===== src/rtl/tmr_pkg.sv =====
// Shared encodings for the timer host interface.
// Assumes byte-wide host access and 16-bit channel counts.
package tmr_pkg;
    localparam int BYTE_W = 8;
    localparam int CNT_W  = 2 * BYTE_W;
    localparam int MODE_W = 3;

    // Access field of a control word; ACC_LATCH doubles as "nothing pending".
    typedef enum logic [1:0] {
        ACC_LATCH = 2'd0,
        ACC_LO    = 2'd1,
        ACC_HI    = 2'd2,
        ACC_WORD  = 2'd3
    } acc_e;

    localparam logic [1:0] SEL_READBACK = 2'd3;
    localparam logic [1:0] CTRL_ADDR    = 2'd3;
endpackage


===== src/rtl/tmr_ctl_decode.sv =====
// Control-port and data-port write decoder.
// Turns one host write into per-channel request pulses. Purely combinational.
// Assumes NUM_CH is 1..3, because the read-back select bits cover three channels.
module tmr_ctl_decode
    import tmr_pkg::*;
#(
    parameter int NUM_CH = 3
) (
    input  logic                wr_en,
    input  logic [1:0]          addr,
    input  logic [BYTE_W-1:0]   wdata,
    output logic [NUM_CH-1:0]   cfg_wr,
    output logic [NUM_CH-1:0]   cnt_lat_req,
    output logic [NUM_CH-1:0]   st_lat_req,
    output logic [NUM_CH-1:0]   data_wr,
    output acc_e                new_acc,
    output logic [MODE_W-1:0]   new_mode,
    output logic                new_bcd
);
    logic       ctl_hit;
    logic [1:0] sel;
    logic       is_rb;

    // Field extraction shared by all channels
    always_comb begin
        ctl_hit  = wr_en && (addr == CTRL_ADDR);
        sel      = wdata[7:6];
        is_rb    = (sel == SEL_READBACK);
        new_acc  = acc_e'(wdata[5:4]);
        new_bcd  = wdata[0];
        // Codes 6 and 7 alias onto 2 and 3
        new_mode = (wdata[3] && wdata[2]) ? {1'b0, wdata[2:1]} : wdata[3:1];
    end

    for (genvar i = 0; i < NUM_CH; i++) begin : g_ch
        logic picked;
        logic rb_pick;
        // Per-channel request generation
        always_comb begin
            picked         = ctl_hit && !is_rb && (sel == 2'(i));
            rb_pick        = ctl_hit && is_rb && wdata[i+1];
            cfg_wr[i]      = picked && (new_acc != ACC_LATCH);
            cnt_lat_req[i] = (picked && (new_acc == ACC_LATCH)) || (rb_pick && !wdata[5]);
            st_lat_req[i]  = rb_pick && !wdata[4];
            data_wr[i]     = wr_en && (addr == 2'(i));
        end
    end
endmodule


===== src/rtl/tmr_chan_regs.sv =====
// One channel's host-side state.
// Holds the configuration, the byte toggles, the write hold byte, the count
// snapshot, the status capture and the load strobe.
// Assumes the requests from the decoder are mutually exclusive per cycle.
module tmr_chan_regs
    import tmr_pkg::*;
(
    input  logic                clk,
    input  logic                rst_n,
    input  logic                cfg_wr,
    input  acc_e                new_acc,
    input  logic [MODE_W-1:0]   new_mode,
    input  logic                new_bcd,
    input  logic                cnt_lat_req,
    input  logic                st_lat_req,
    input  logic                data_wr,
    input  logic [BYTE_W-1:0]   wdata,
    input  logic                rd_sel,
    input  logic [CNT_W-1:0]    live_cnt,
    input  logic                live_out,
    output logic [BYTE_W-1:0]   rd_byte,
    output logic                ld_stb,
    output logic [CNT_W-1:0]    ld_val,
    output logic [MODE_W-1:0]   mode_q,
    output logic                bcd_q
);
    acc_e              acc_q;
    logic              wr_hi, rd_hi;
    logic [BYTE_W-1:0] wr_hold;
    acc_e              cl_pend;
    logic [CNT_W-1:0]  cl_val;
    logic              st_pend;
    logic [BYTE_W-1:0] st_val;

    // Channel state update: reads, configuration, data writes, latches
    always_ff @(posedge clk) begin
        if (!rst_n) begin
            acc_q   <= ACC_LO;
            mode_q  <= '0;
            bcd_q   <= 1'b0;
            wr_hi   <= 1'b0;
            rd_hi   <= 1'b0;
            wr_hold <= '0;
            cl_pend <= ACC_LATCH;
            cl_val  <= '0;
            st_pend <= 1'b0;
            st_val  <= '0;
            ld_stb  <= 1'b0;
            ld_val  <= '0;
        end else begin
            ld_stb <= 1'b0;
            if (rd_sel) begin
                if (st_pend) begin
                    st_pend <= 1'b0;
                end else if (cl_pend != ACC_LATCH) begin
                    cl_pend <= (cl_pend == ACC_WORD) ? ACC_HI : ACC_LATCH;
                end else if (acc_q == ACC_WORD) begin
                    rd_hi <= !rd_hi;
                end
            end
            if (cfg_wr) begin
                acc_q  <= new_acc;
                mode_q <= new_mode;
                bcd_q  <= new_bcd;
                wr_hi  <= 1'b0;
                rd_hi  <= 1'b0;
            end else if (data_wr) begin
                case (acc_q)
                    ACC_LO: begin
                        ld_stb <= 1'b1;
                        ld_val <= {{BYTE_W{1'b0}}, wdata};
                    end
                    ACC_HI: begin
                        ld_stb <= 1'b1;
                        ld_val <= {wdata, {BYTE_W{1'b0}}};
                    end
                    ACC_WORD: begin
                        if (!wr_hi) begin
                            wr_hold <= wdata;
                            wr_hi   <= 1'b1;
                        end else begin
                            ld_stb <= 1'b1;
                            ld_val <= {wdata, wr_hold};
                            wr_hi  <= 1'b0;
                        end
                    end
                    default: ;
                endcase
            end
            if (cnt_lat_req && (cl_pend == ACC_LATCH)) begin
                cl_val  <= live_cnt;
                cl_pend <= acc_q;
            end
            if (st_lat_req && !st_pend) begin
                st_val  <= {live_out, 1'b0, acc_q, mode_q, bcd_q};
                st_pend <= 1'b1;
            end
        end
    end

    // Read byte selection: status, then snapshot, then live count
    always_comb begin
        if (st_pend) begin
            rd_byte = st_val;
        end else begin
            case (cl_pend)
                ACC_LO, ACC_WORD: rd_byte = cl_val[BYTE_W-1:0];
                ACC_HI:           rd_byte = cl_val[CNT_W-1:BYTE_W];
                default: begin
                    if (acc_q == ACC_HI || (acc_q == ACC_WORD && rd_hi))
                        rd_byte = live_cnt[CNT_W-1:BYTE_W];
                    else
                        rd_byte = live_cnt[BYTE_W-1:0];
                end
            endcase
        end
    end

    AST_LOAD_NEEDS_WRITE: assert property (@(posedge clk) disable iff (!rst_n)
        ld_stb |-> $past(data_wr));
    AST_WORD_FIRST_HELD: assert property (@(posedge clk) disable iff (!rst_n)
        (data_wr && !cfg_wr && acc_q == ACC_WORD && !wr_hi) |=> !ld_stb);
    AST_MODE_FOLDED: assert property (@(posedge clk) disable iff (!rst_n)
        mode_q <= 3'd5);
    AST_CFG_HOLD: assert property (@(posedge clk) disable iff (!rst_n)
        !cfg_wr |=> ($stable(mode_q) && $stable(bcd_q)));
    AST_SNAP_HELD: assert property (@(posedge clk) disable iff (!rst_n)
        (cl_pend != ACC_LATCH) |=> $stable(cl_val));
    AST_STATUS_FIRST: assert property (@(posedge clk) disable iff (!rst_n)
        (rd_sel && st_pend && !cnt_lat_req) |=> $stable(cl_pend));
endmodule


===== src/rtl/tmr_host_if.sv =====
// Top of the timer host register interface.
// Decodes host writes, keeps one register set per channel and multiplexes
// the read byte by address. Read data is combinational from rd_en and addr.
// Assumes NUM_CH is 1..3 and at most one of wr_en and rd_en per cycle for the
// same channel.
module tmr_host_if
    import tmr_pkg::*;
#(
    parameter int NUM_CH = 3
) (
    input  logic                     clk,
    input  logic                     rst_n,
    input  logic                     wr_en,
    input  logic                     rd_en,
    input  logic [1:0]               addr,
    input  logic [7:0]               wdata,
    output logic [7:0]               rdata,
    input  logic [NUM_CH*16-1:0]     live_cnt,
    input  logic [NUM_CH-1:0]        live_out,
    output logic [NUM_CH-1:0]        ld_stb,
    output logic [NUM_CH*16-1:0]     ld_val,
    output logic [NUM_CH*3-1:0]      mode_o,
    output logic [NUM_CH-1:0]        bcd_o
);
    logic [NUM_CH-1:0]             cfg_wr, cnt_lat_req, st_lat_req, data_wr, rd_sel;
    acc_e                          new_acc;
    logic [MODE_W-1:0]             new_mode;
    logic                          new_bcd;
    logic [NUM_CH-1:0][BYTE_W-1:0] rd_byte_a;

    tmr_ctl_decode #(.NUM_CH(NUM_CH)) i_dec (
        .wr_en       (wr_en),
        .addr        (addr),
        .wdata       (wdata),
        .cfg_wr      (cfg_wr),
        .cnt_lat_req (cnt_lat_req),
        .st_lat_req  (st_lat_req),
        .data_wr     (data_wr),
        .new_acc     (new_acc),
        .new_mode    (new_mode),
        .new_bcd     (new_bcd)
    );

    for (genvar i = 0; i < NUM_CH; i++) begin : g_ch
        // Read select for this channel's data port
        always_comb rd_sel[i] = rd_en && (addr == 2'(i));

        tmr_chan_regs i_chan (
            .clk         (clk),
            .rst_n       (rst_n),
            .cfg_wr      (cfg_wr[i]),
            .new_acc     (new_acc),
            .new_mode    (new_mode),
            .new_bcd     (new_bcd),
            .cnt_lat_req (cnt_lat_req[i]),
            .st_lat_req  (st_lat_req[i]),
            .data_wr     (data_wr[i]),
            .wdata       (wdata),
            .rd_sel      (rd_sel[i]),
            .live_cnt    (live_cnt[i*CNT_W +: CNT_W]),
            .live_out    (live_out[i]),
            .rd_byte     (rd_byte_a[i]),
            .ld_stb      (ld_stb[i]),
            .ld_val      (ld_val[i*CNT_W +: CNT_W]),
            .mode_q      (mode_o[i*MODE_W +: MODE_W]),
            .bcd_q       (bcd_o[i])
        );
    end

    // Read data multiplexer by address
    always_comb begin
        rdata = '0;
        for (int i = 0; i < NUM_CH; i++)
            if (addr == 2'(i)) rdata = rd_byte_a[i];
    end

    AST_ONE_CFG: assert property (@(posedge clk) disable iff (!rst_n)
        $onehot0(cfg_wr));
    AST_NO_CFG_ON_DATA: assert property (@(posedge clk) disable iff (!rst_n)
        (wr_en && addr != CTRL_ADDR) |=> $stable(mode_o));
endmodule


===== config.mk =====
export PLATFORM = sky130hd
export DESIGN_NAME = tmr_host_if
export DESIGN_NICKNAME = d
export VERILOG_FILES = /design/src/rtl/tmr_pkg.sv /design/src/rtl/tmr_ctl_decode.sv /design/src/rtl/tmr_chan_regs.sv /design/src/rtl/tmr_host_if.sv
export SDC_FILE = /design/constraint.sdc
export NUM_CORES = 1
export LEC_CHECK = 0
export BUFFER_PORTS_ARGS = -buffer_cell sky130_fd_sc_hd__buf_2
export CAP_MARGIN = 20
export CORE_ASPECT_RATIO = 1.75
export CORE_MARGIN = 5
export CORE_UTILIZATION = 51
export CTS_CLUSTER_SIZE = 25
export DETAILED_ROUTE_END_ITERATION = 8
export PLACE_DENSITY = 0.8
export SETUP_SLACK_MARGIN = 0.15
export SYNTH_ARGS = -nofsm -noshare
export SYNTH_HDL_FRONTEND = slang
export SYNTH_SLANG_ARGS = --single-unit

===== constraint.sdc =====
create_clock -name clk -period 1.95 [get_ports clk]
set_clock_uncertainty 0.2 [all_clocks]
set_input_delay 0.0975 -clock clk [delete_from_list [all_inputs] [get_ports clk]]
set_output_delay 0.0975 -clock clk [all_outputs]
set_load 0.05 [all_outputs]

==> flow_summary.json, run 1 <==
{
  "clkSlewWorstSetupHoldPaths_ns": 0.08,
  "drt-wirelength-per-cell_um": 21.6,
  "postSynthRegisterBits": 177,
  "worst_r2r_path_depth": 8,
  "final.hold.worst_slack_ns": 0.0437,
  "timing.final.setup_violations": 42,
  "synth_enable_flop_cells": 0,
  "final_net_count": 1297,
  "max-vdd-ir-drop_uv": 572,
  "worst-path-max-fanout": 5,
  "remaining_drcs": 0,
  "cts_tree": "built",
  "worstHoldStart": "wdata[6]",
  "grt_usage_pct": 29.1,
  "worst_slew_margin_rel_pct": 62.9,
  "fp.dieW_um": 107,
  "worst_r2r_endpoint": "g_ch[1].i_chan.ld_val[6]",
  "post-synth-top-area-fraction_pct": 42.3,
  "cts.htree.levels": 4,
  "ctsRootBufferMaster": "clkbuf_16",
  "drive_above_1_share_pct": 33.3,
  "crit_arrival_ns": 2.34,
  "core.rowCount": 62,
  "most_frequent_cell_after_synthesis": "dfxtp_1",
  "timing.hold.worst_path_depth": 4,
  "worst-endpoint-required_ns": 1.65,
  "netlist_top_cells_count": "dfxtp_1, nor2_1, mux2i_1",
  "failed_checks": "setup timing",
  "r2r_slack_ns": -0.08,
  "first_global_vias": 8684,
  "worst_hold_path.endpoint": "g_ch[0].i_chan.ld_val[14]",
  "critPathLaunchType": "register",
  "numClockSinks": 177,
  "hold_viol_final": 0,
  "gp_routability_congestion": 0.947,
  "cts_buffer_depth": 2,
  "dpl.hpwl_um": 17900,
  "design.portCount": 136,
  "fmax_ghz": 0.379,
  "min_period_ns": 2.64,
  "path_class": "reg2out",
  "die-height_um": 180,
  "syn2layout_area_growth_pct": 46.7,
  "endpoint_kind": "output port",
  "postLayoutCoreUtil_pct": 75.5,
  "netlist.top_cell.by_area": "dfxtp_1",
  "synthesized_instance_count": 979,
  "ys_dominant_reg_cell": "dfxtp_1",
  "postSynth.asyncResetShare_pct": 0,
  "antenna_found_initial": 1,
  "place_ws_ns": -0.325,
  "min_path_type": "in2reg",
  "route.antenna.remaining_nets": 0,
  "detail_route.iter0.violations": 683,
  "status": "complete, but fails checks",
  "floorplan.initialDensity_pct": 51.4,
  "syn_area_per_cell_um2": 8.56,
  "post-route-period-util_pct": 135,
  "vias": 8714,
  "synth_area_um2": 8380,
  "setup_tns_ns": -6.29,
  "buffer_ports.inserted": 135,
  "timing.final.ws_setup_ns": -0.687,
  "seq_area_frac_synth_pct": 42.3,
  "p_per_area_nw_per_um2": 673,
  "clk-insertion-delay-late_ns": 0.44,
  "fp.coreArea_um2": 16300,
  "vias_per_cell": 6.10,
  "grt.overflow.total": 0,
  "drv_slew": 0,
  "yosys-top-cells-area": "dfxtp_1, mux2i_1, nor2_1",
  "grt_pass1_wl_um": 44700,
  "max_cap_viol_count": 0,
  "static-leakage-power_nw": 4.94,
  "max_slew.worst_pin.slew_ns": 0.556,
  "grt_setup_unrepaired": "yes",
  "synth.net_count": 1053,
  "worstReg2RegStart": "g_ch[1].i_chan.acc_q[1]",
  "floorplan.die_area_um2": 19200,
  "cts-buffers-inserted": 17,
  "pin_count_of_the_biggest_net_entering_global_routing": 48,
  "yosys_warnings": 0,
  "synth_cell_type_count": 56,
  "drt_pre_antenna_iters": 5,
  "startpoint": "g_ch[1].i_chan.acc_q[0]",
  "finalWirelength_um": 30800
}
==> worst max-delay path: stages, from the launching register on <==
cell and delay, ns:
dfxtp_2 0.36, inv_2 0.06, ha_4 0.17, a21oi_4 0.14, buf_6 0.12, buf_12 0.11
mux2i_2 0.22, a32oi_2 0.19, a221oi_4 0.33, buf_6 0.20
==> kinds of logic (layout without fill, tap and decap cells) <==
logic type | after synthesis | after routing | synth area share [%]
simple gates | 382 | 382 | 21.9
buf+inv | 125 | 382 | 6.36
mux | 121 | 121 | 14.5
compound gates | 162 | 162 | 13.4
xor+xnor | 3 | 3 | 0.314
fa+ha+maj | 9 | 9 | 1.34
flops | 177 | 177 | 42.3
other cells | 0 | 1 | 0
==> how the worst max path moves through the flow <==
stage	slack, ns	endpoint	depth (start not counted)
2_1_floorplan	-0.27	rdata[4]	7
3_3_place_gp	-0.27	rdata[0]	8
3_5_place_dp	-0.33	rdata[3]	8
4_1_cts	-0.63	rdata[1]	8
5_1_grt	-0.75	rdata[1]	9
6_report	-0.69	rdata[0]	9
==> per-stage QoR <==
step	std cells	cell area, µm²	total power, W
final	1429	12300	0.00827
after detailed placement	1303	9910	0.00464
after CTS	1411	11700	0.00817
after floorplan	979	8620	0.00432
after global placement	1303	9910	0.00463
after global routing	1429	12300	0.00850
==> cells in the final DEF, fill, tap and decap left out, types with 5 or more instances in the layout <==
| cell type | n |
|---|---|
| a211oi_1 | 10 |
| a211oi_2 | 8 |
| a21oi_1 | 43 |
| a21oi_2 | 13 |
| a221o_1 | 8 |
| a221oi_4 | 7 |
| a32oi_2 | 11 |
| buf_12 | 17 |
| buf_2 | 125 |
| buf_4 | 74 |
| buf_6 | 25 |
| clkbuf_16 | 19 |
| dfxtp_1 | 170 |
| dfxtp_4 | 5 |
| dlygate4sd3_1 | 62 |
| ha_4 | 6 |
| inv_1 | 31 |
| inv_8 | 6 |
| mux2i_1 | 114 |
| nand2_1 | 73 |
| nand2b_1 | 13 |
| nand3_1 | 16 |
| nand3_2 | 9 |
| nand3_4 | 8 |
| nor2_1 | 161 |
| nor2_4 | 6 |
| nor2b_1 | 9 |
| nor3_1 | 18 |
| nor3b_1 | 21 |
| o211a_1 | 7 |
| o21ai_0 | 19 |
| o221ai_1 | 7 |
| or3_1 | 7 |
==> final cells by class <==
type                    instances  area (µm²)
diodes                          1        2.50
clock buffers                  17         425
clock inverters                15         161
fillers                      1047        4000
inverters                      38         161
multi-input cells             677        5130
flip-flops and latches        177        3560
well taps                     192         240
repair buffers                312        2610
==> layer usage <==
metal | track usage [%] | share of wire, %
met5 | 0 | 0
met4 | 19.6 | 8.0
met3 | 4.09 | 5.7
met2 | 51.3 | 51
met1 | 31.7 | 35
==> timing repair <==
item,CTS,global route
setup endpoints to repair,116,140
hold endpoints to repair,118,0
pin swaps,49,27
cloned,4,4
buffers inserted,9,13
gates resized for setup,105,95
hold buffers,63,0
==> where the power goes <==
part	switching, W	internal, W	total, W	leakage [nW]
Clock	0.00170	0.00172	0.00342	0.286
Combinational	0.000703	0.000465	0.00117	3.22
Sequential	0.0000319	0.00365	0.00368	1.43
==> flip-flops by register name, summed over array words and instances, names as in the netlist <==
| name | flops |
|---|---|
| g_ch.i_chan.acc_q | 6 |
| g_ch.i_chan.bcd_q | 3 |
| g_ch.i_chan.cl_pend | 6 |
| g_ch.i_chan.cl_val | 48 |
| g_ch.i_chan.ld_stb | 3 |
| g_ch.i_chan.ld_val | 48 |
| g_ch.i_chan.mode_q | 9 |
| g_ch.i_chan.rd_hi | 3 |
| g_ch.i_chan.st_pend | 3 |
| g_ch.i_chan.st_val | 21 |
| g_ch.i_chan.wr_hi | 3 |
| g_ch.i_chan.wr_hold | 24 |
Note: power is estimated with default switching activity, not from simulation.
==> run 2, diff against run 1 <==
--- a/config.mk
+++ b/config.mk
@@ -9,10 +9,11 @@
 export CAP_MARGIN = 20
 export CORE_ASPECT_RATIO = 1.75
 export CORE_MARGIN = 5
-export CORE_UTILIZATION = 51
+export CORE_UTILIZATION = 55
 export CTS_CLUSTER_SIZE = 25
 export DETAILED_ROUTE_END_ITERATION = 8
-export PLACE_DENSITY = 0.8
+export PLACE_DENSITY = 0.82
+export RECOVER_POWER = 25
 export SETUP_SLACK_MARGIN = 0.15
 export SYNTH_ARGS = -nofsm -noshare
 export SYNTH_HDL_FRONTEND = slang
==> constraint.sdc (replaced) <==
create_clock -name clk -period 3.3 [get_ports clk]
set_clock_uncertainty 0.2 [all_clocks]
set_input_delay 0.165 -clock clk [delete_from_list [all_inputs] [get_ports clk]]
set_output_delay 0.165 -clock clk [all_outputs]
set_load 0.05 [all_outputs]
==> flow_summary.json, run 2 (synthesized netlist as in run 1, its figures left out) <==
{
  "finalWirelength_um": 24800,
  "remaining_drcs": 0,
  "core.rowCount": 59,
  "grt_pass1_wl_um": 39300,
  "flop_pwr_share_pct": 45.4,
  "cts_tree": "built",
  "antenna_found_initial": 0,
  "cp_top_family": "compound AO/OA/AOI/OAI gates",
  "standard_cell_with_the_maximum_stage_delay_on_the_critical_path": "dfxtp_1",
  "floorplan.die_area_um2": 17900,
  "worst-path-max-fanout": 15,
  "die-height_um": 173,
  "buffer_ports.inserted": 135,
  "post_dp_area_um2": 9070,
  "crit_arrival_ns": 2.68,
  "max_cap_viol_count": 0,
  "p_sw_share_pct": 25.4,
  "final_net_count": 1198,
  "critPathLaunchType": "register",
  "dpl.hpwl_um": 16000,
  "setup_tns_ns": 0,
  "largestRegisters": "g_ch.i_chan.cl_val x48, g_ch.i_chan.ld_val x48, g_ch.i_chan.wr_hold x24",
  "r2r_slack_ns": 0.90,
  "endpoint_kind": "output port",
  "cts-buffers-inserted": 17,
  "cts_buffer_depth": 2,
  "ctsRootBufferMaster": "clkbuf_16",
  "fmax_ghz": 0.328,
  "path_buf_inv": 3,
  "vias_per_cell": 5.92,
  "floorplan.initialDensity_pct": 56.2,
  "drive_above_1_share_pct": 12.8,
  "layout_common_cells": "dfxtp_1, nor2_1, mux2i_1",
  "p_clk_share_pct": 43.8,
  "postLayoutCoreUtil_pct": 68.6,
  "drt-wirelength-per-cell_um": 18.8,
  "pin_count_of_the_biggest_net_entering_global_routing": 70,
  "first_global_vias": 7707,
  "diodes": 0,
  "syn2layout_area_growth_pct": 22.2,
  "max-vdd-ir-drop_uv": 334,
  "drv_slew": 0,
  "status": "finished, final reports clean",
  "postLayoutCellArea_um2": 10200,
  "route.antenna.remaining_nets": 0,
  "static-leakage-power_nw": 3.96,
  "intPower_w": 0.00357,
  "max_slew.worst_pin.slew_ns": 1.05,
  "clkSlewWorstSetupHoldPaths_ns": 0.07,
  "vias": 7814,
  "clk-insertion-delay-late_ns": 0.43,
  "worst_slew_margin_rel_pct": 29.8,
  "numClockSinks": 177,
  "fp.dieW_um": 103,
  "grt_usage_pct": 27.8,
  "detail_route.iter0.violations": 498,
  "final_total_power_w": 0.00479,
  "grt.overflow.total": 0,
  "fillerInstances": 1175,
  "drt_pre_antenna_iters": 5,
  "path_class": "reg2out",
  "gp_routability_congestion": 0.925,
  "cp_cell_instances": "inv_1 > ha_1 > a21oi_1 > buf_4 > or3_1 > a32oi_1 > a221oi_2 > clkbuf_4",
  "fp.coreArea_um2": 14900,
  "finish.cell_count_without_fillers": 1320,
  "min_period_ns": 3.05,
  "grt_setup_unrepaired": "yes",
  "post-route-period-util_pct": 92.3,
  "place.detailed.instances": 1229,
  "cts.htree.levels": 4,
  "worst-endpoint-required_ns": 2.93,
  "design.portCount": 136,
  "p_comb_share_pct": 10.7,
  "min_path_type": "in2reg",
  "crit_path_largest_cell_delay_ns": 0.42,
  "timing.final.setup_violations": 0,
  "hold_viol_final": 0,
  "p_per_area_nw_per_um2": 468,
  "mostFrequentLayoutCell": "dfxtp_1",
  "switching_power_w": 0.00122
}
## run 2: cell count changes in the layout (fill, tap and decap cells not counted), moves of 13 or more
| cell | previous run | this run |
|---|---|---|
| clkbuf_1 | 0 | 63 |
| buf_2 | 125 | 70 |
| buf_4 | 74 | 21 |
| buf_6 | 25 | 0 |
| nand3_1 | 16 | 32 |
| buf_12 | 17 | 2 |
| a21oi_1 | 43 | 57 |
| a21oi_2 | 13 | 0 |
## run 2: power by group through the flow
| stage | clock network [W] | registers (W) | logic, W |
|---|---|---|---|
| CTS | 0.00211 | 0.00218 | 0.000504 |
| finish | 0.00210 | 0.00218 | 0.000514 |
| global route | 0.00221 | 0.00218 | 0.000545 |
| floorplan | 0 | 0.00228 | 0.000245 |
| global placement | 0 | 0.00222 | 0.000446 |
| detailed placement | 0 | 0.00223 | 0.000449 |
## run 2: area by class of cell
class | count | area [µm²] | area share, %
Timing Repair Buffer | 213 | 1370 | 13.3
Clock inverter | 11 | 151 | 1.48
Sequential cell | 177 | 3540 | 34.6
Clock buffer | 21 | 460 | 4.50
Multi-Input combinational cell | 677 | 4340 | 42.4
Inverter | 38 | 145 | 1.42
Tap cell | 183 | 229 | 2.24
## run 2: final timing paths
kind	to	startpoint	depth (start not counted)
max reg2reg	g_ch[0].i_chan.ld_val[2]	g_ch[0].i_chan.acc_q[1]	6
min	g_ch[1].i_chan.ld_val[10]	wdata[2]	3
min reg2reg	g_ch[1].i_chan.ld_val[12]	g_ch[1].i_chan.ld_val[12]	2
max	rdata[7]	g_ch[2].i_chan.acc_q[0]	8
## run 2: worst min-delay path: stages
cell,delay (ns)
buf_2,0.25
nand3_1,0.12
a21oi_1,0.06
## run 2: stage by stage
step | hold WS [ns] | setup WS [ns]
finish | 0.0270 | 0.253
global route | 0.0336 | 0.131
CTS | 0.0151 | 0.157
detailed placement | 0.211 | 0.615
global placement | 0.207 | 0.665
floorplan | 0.109 | 0.152
## run 2: repair_timing
action	4_1_cts	5_1_grt
hold buffers	58	0
buffers inserted	0	1
hold endpoints to repair	83	0
resized for setup	0	10
setup endpoints to repair	0	6
## run 2: routing by layer
layer  up-vias  track usage, %  wire (µm)
li1       3684               -          -
met3        89            3.54       1440
met4         0            14.3       1230
met5         -               0          0
met2       345            48.2      12700
met1      3696            32.4       9460
